File: src/rtl/alu8_status.sv
module alu8_status #(
  parameter int W = 8
) (
  input  logic         clk,
  input  logic         rst_n,
  input  logic         alu_en,
  input  logic [2:0]   alu_op,
  input  logic [W-1:0] wreg,
  input  logic [W-1:0] opnd,
  output logic [W-1:0] result,
  input  logic         sw_we,
  input  logic [7:0]   sw_wdata,
  input  logic         ev_sleep,
  input  logic         ev_wdt_clr,
  input  logic         ev_wdt_tmo,
  output logic [7:0]   status
);
  localparam int HALF = W / 2;

  logic         to_q, pd_q;
  logic [4:0]   flg_q, flg_d;
  logic         to_d, pd_d;

  logic         is_sub, is_arith, is_logic, is_rot;
  logic [W-1:0] a_in, b_in, b_eff;
  logic [W:0]   sum_full;
  logic [HALF:0] sum_lo;
  logic [W-1:0] sum_hi7;
  logic         c_out, dc_out, c_into_msb, ov_out;
  logic         rot_c;

  assign is_sub   = (alu_op == 3'd1) || (alu_op == 3'd2);
  assign is_arith = (alu_op <= 3'd2);
  assign is_logic = (alu_op >= 3'd3) && (alu_op <= 3'd5);
  assign is_rot   = (alu_op >= 3'd6);

  assign a_in  = (alu_op == 3'd2) ? wreg : opnd;
  assign b_in  = (alu_op == 3'd2) ? opnd : wreg;
  assign b_eff = is_sub ? ~b_in : b_in;

  assign sum_full = {1'b0, a_in} + {1'b0, b_eff} + {{W{1'b0}}, is_sub};
  assign sum_lo   = {1'b0, a_in[HALF-1:0]} + {1'b0, b_eff[HALF-1:0]} + {{HALF{1'b0}}, is_sub};
  assign sum_hi7  = {1'b0, a_in[W-2:0]} + {1'b0, b_eff[W-2:0]} + {{(W-1){1'b0}}, is_sub};

  assign c_out      = sum_full[W];
  assign dc_out     = sum_lo[HALF];
  assign c_into_msb = sum_hi7[W-1];
  assign ov_out     = c_into_msb ^ c_out;
  assign rot_c      = (alu_op == 3'd6) ? opnd[0] : opnd[W-1];

  always_comb begin
    case (alu_op)
      3'd3:    result = wreg & opnd;
      3'd4:    result = wreg | opnd;
      3'd5:    result = wreg ^ opnd;
      3'd6:    result = {flg_q[0], opnd[W-1:1]};
      3'd7:    result = {opnd[W-2:0], flg_q[0]};
      default: result = sum_full[W-1:0];
    endcase
  end

  always_comb begin
    flg_d = flg_q;
    if (sw_we) flg_d = sw_wdata[4:0];
    if (alu_en) begin
      flg_d[4] = result[W-1];
      flg_d[2] = (result == '0);
      if (is_arith) begin
        flg_d[3] = ov_out;
        flg_d[1] = dc_out;
        flg_d[0] = c_out;
      end else if (is_rot) begin
        flg_d[0] = rot_c;
      end
    end
  end

  always_comb begin
    to_d = to_q;
    pd_d = pd_q;
    if (ev_wdt_tmo)                to_d = 1'b0;
    else if (ev_sleep || ev_wdt_clr) to_d = 1'b1;
    if (ev_sleep)                  pd_d = 1'b0;
    else if (ev_wdt_clr)           pd_d = 1'b1;
  end

  always_ff @(posedge clk) begin
    if (!rst_n) begin
      to_q  <= 1'b1;
      pd_q  <= 1'b1;
      flg_q <= '0;
    end else begin
      to_q  <= to_d;
      pd_q  <= pd_d;
      flg_q <= flg_d;
    end
  end

  assign status = {1'b0, to_q, pd_q, flg_q};

  logic unused_logic;
  assign unused_logic = is_logic ^ (^sw_wdata[7:5]);
endmodule

File: config.mk
export PLATFORM = sky130hd
export DESIGN_NAME = alu8_status
export DESIGN_NICKNAME = d
export VERILOG_FILES = /design/src/rtl/alu8_status.sv
export SDC_FILE = /design/constraint.sdc
export NUM_CORES = 1
export LEC_CHECK = 0
export BUFFER_PORTS_ARGS = -buffer_cell sky130_fd_sc_hd__buf_2
export CAP_MARGIN = 25
export CORE_ASPECT_RATIO = 0.5
export CORE_MARGIN = 2
export CORE_UTILIZATION = 54
export CTS_CLUSTER_DIAMETER = 120
export CTS_CLUSTER_SIZE = 28
export DETAILED_ROUTE_END_ITERATION = 8
export GPL_ROUTABILITY_DRIVEN = 0
export PLACE_DENSITY = 0.82
export SYNTH_ARGS = -nofsm -noshare
export SYNTH_HDL_FRONTEND = slang
export SYNTH_SLANG_ARGS = --single-unit
File: constraint.sdc
create_clock -name clk -period 4.7 [get_ports clk]
set_input_delay 0.705 -clock clk [delete_from_list [all_inputs] [get_ports clk]]
set_output_delay 0.705 -clock clk [all_outputs]
set_load 0.02 [all_outputs]
==> flow_summary_export.csv <==
group,metric,value,unit
status,status,"finished clean",
global_routing,grt_overflow,0,
worst_setup_path,cp_data_arrival_time,3520,ps
finish,finish.utilization,66.7,%
clock_network,cts_hold_buffers,0,
worst_setup_path,critPathTopFamily,"simple AND/OR/NAND/NOR gates",
power_and_ir_drop,vdd_ir_drop_max,0.0941,mV
sta,worst_hold_slack,501,ps
floorplanning,die_w,86.6,um
routing,via_count,2115,
synthesis,synthArstFlopShare,0,%
power_and_ir_drop,power.density,204,nW/um2
global_routing,grt_pass1_vias,1700,
place,dp.cells,342,
worst_setup_path,worstPathCellList,"buf_2, nor2_1, and2_1, buf_4, nor2_1, a21o_1, ha_1, a221oi_2, o311ai_2, a221oi_4, nand2_2, nand4_1, nand3_1, inv_1, buf_2",
synthesis,ys_seq_area_share,7.60,%
power_and_ir_drop,switchingPower,195,uW
place,numPortBuffers,45,
power_and_ir_drop,pwr-share-comb,64.3,%
synthesis,syn_nets,332,
floorplanning,start_util,59.1,%
sta,relSlewSlack,53.5,%
sta,fin_crit_sh,89.9,%
worst_setup_path,path_class,"in -> out",
sta,grt_setup_unrepaired,"false",
clock_network,root_buffer,"clkbuf_8",
worst_setup_path,start_kind,"input port",
sta,setup_ws,477,ps
worst_setup_path,cp_data_required_time,3990,ps
routing,drc,0,
clock_network,clk_latency,230,ps
power_and_ir_drop,clkPwrFrac,20.0,%
sta,setup_viol,0,
finish,area_delta_synth_final,12.9,%
sta,fin_crit,4220,ps
worst_setup_path,crit_path_end_kind,"output port",
synthesis,yosysTopAreaCell,"ha_1",
synthesis,syn_inst,274,
min_path,hp-class,"reg -> reg",
sta,hold_viol,0,
worst_setup_path,cp_slowest_cell,"nor2_1",
finish,drive_gt1_share,20.3,%
worst_setup_path,cp_max_fo,12,
routing,drt-wirelength-per-cell,14.7,um
finish,instances_no_fill,346,
power_and_ir_drop,p_sw_share,45.8,%
clock_network,clk_pin_slew,40,ps
synthesis,ys_top_cells_by_area,"ha_1, a21oi_1, o21ai_0, dfxtp_1, inv_1",
finish,nets,365,
place,hpwl,3990,um
clock_network,cts_resized,0,
global_routing,grt_start_max_net_pins,37,
power_and_ir_drop,leakagePower,1.03,nW
routing,wirelength,5090,um
floorplanning,placement_rows,14,
sta,fin_skew,2.67,ps
synthesis,yosysWarnings,0,
floorplanning,core_area,3120,um2
routing,drt_iter0_markers,246,
worst_setup_path,max_stage_delay,390,ps
clock_network,cts.sinks,7,
floorplanning,ios,50,
synthesis,syn_avg_cell_area,6.73,um2
global_routing,antenna_found_initial,0,
power_and_ir_drop,intPower,230,uW
sta,final_max_slew_viol_count,0,
routing,drt.antenna.violating_nets,0,
global_routing,grt_pass1_wl,8110,um
job,drv_cap,0,
synthesis,synth_edf_count,0,
clock_network,cts_setup_buffers,0,
synthesis,yosysTopAreaCellShare,15.6,%
synthesis,synth_seq_cells,7,
floorplanning,dieHeight,45.3,um
routing,drt_pass1_iterations,5,
routing,viasPerCell,6.11,
power_and_ir_drop,pwr-share-seq,15.8,%
sta,tns,0,ps
sta,tightestPinTransition,697,ps
global_routing,grt_usage,26.3,%
clock_network,cts_buffer_depth,2,
place,place_ws,525,ps
finish,antenna_cells,0,
synthesis,synthesis.area,1840,um2
clock_network,htreeDepth,1,
clock_network,cts_tree,"built",
sta,fmax,237,MHz
floorplanning,dieArea,3920,um2
synthesis,synthFlopType,"dfxtp_1",
clock_network,numCtsBuffers,3,
finish,n_fill_cell,296,
worst_setup_path,worst-path-buf-inv,4,
synthesis,ys_types,49,
==> state kept, by name (all words and copies together) (netlist names) <==
register	flops
to_q	1
pd_q	1
flg_q	5
==> routing by layer <==
layer  up-vias  share of wire [%]  track usage [%]
met5         -                  0                0
met4         0               0.49             4.06
met3         5                8.0             1.65
met2       109                 41             42.0
met1       960                 50             40.0
li1       1041                  -                -
==> cells by family (layout without fill, tap and decap cells) <==
kind of cell	count (synthesis)	after routing	synth area share, %
simple gates	77	77	19.6
other cells	1	1	0.203
fa+ha+maj	24	24	16.7
compound gates	105	105	37.6
flops	7	7	7.60
mux	7	7	3.80
buf+inv	47	79	11.6
xor+xnor	6	6	2.85
==> power groups by stage <==
stage	Combinational [mW]	Sequential (mW)	Clock (mW)
after global placement	0.259	0.0677	0
after detailed placement	0.268	0.0679	0
after CTS	0.270	0.0670	0.0846
after floorplan	0.194	0.0718	0
after global routing	0.298	0.0677	0.0876
final	0.273	0.0671	0.0847
==> through the flow <==
| stage | instance area, um2 | power (mW) |
|---|---|---|
| global route | 2080 | 0.454 |
| finish | 2080 | 0.425 |
| detailed placement | 2040 | 0.336 |
| floorplan | 1840 | 0.265 |
| global placement | 2040 | 0.327 |
| CTS | 2080 | 0.421 |
==> final timing paths <==
check,startpoint,endpoint,slack [ps],depth (start not counted)
worst min register to register,pd_q,pd_q,500,2
worst max register to register,flg_q[0],flg_q[2],2920,7
worst min-delay path,pd_q,pd_q,500,2
worst max-delay path,alu_op[0],result[7],480,15
==> cell usage in the layout (no fill, tap or decap), types with 5 or more instances in the layout <==
| cell | n |
|---|---|
| a21o_1 | 6 |
| a21oi_1 | 29 |
| mux2i_1 | 7 |
| nor3_1 | 13 |
| nand2b_1 | 5 |
| buf_4 | 5 |
| o21ai_0 | 29 |
| a22oi_1 | 5 |
| a22o_1 | 6 |
| inv_1 | 24 |
| nor2_1 | 22 |
| dfxtp_1 | 7 |
| nand3_1 | 6 |
| ha_1 | 23 |
| buf_2 | 45 |
| nand2_1 | 21 |
==> final cells by class <==
| type | instances | area [um2] | area share (%) |
|---|---|---|---|
| clock buffer | 4 | 45.0 | 2.16 |
| timing repair buffer | 50 | 263 | 12.6 |
| multi-input combinational | 220 | 1490 | 71.6 |
| inverter | 25 | 93.8 | 4.51 |
| sequential | 7 | 140 | 6.73 |
| tap | 40 | 50.0 | 2.41 |
==> synthesized netlist by cell type (all sizes together), types with 2 or more instances <==
cell / number
nor3: 13
mux2i: 7
dfxtp: 7
nor2: 22
nand2: 22
nand2b: 5
o211ai: 3
a221oi: 3
a22oi: 5
a311oi: 2
a211oi: 2
a31oi: 4
ha: 23
nand3: 6
o21ai: 30
inv: 24
xnor2: 4
o311ai: 2
nor2b: 3
xor2: 2
a21oi: 32
and2: 2
buf: 15
o22ai: 3
o21a: 2
clkbuf: 7
a22o: 6
a21o: 6
==> tightest hold or removal path, cell delays in order, from the launching register on <==
cell,delay [ps]
dfxtp_1,300
nor2_1,80
o21ai_0,70
(Power assumes the default switching activity.)
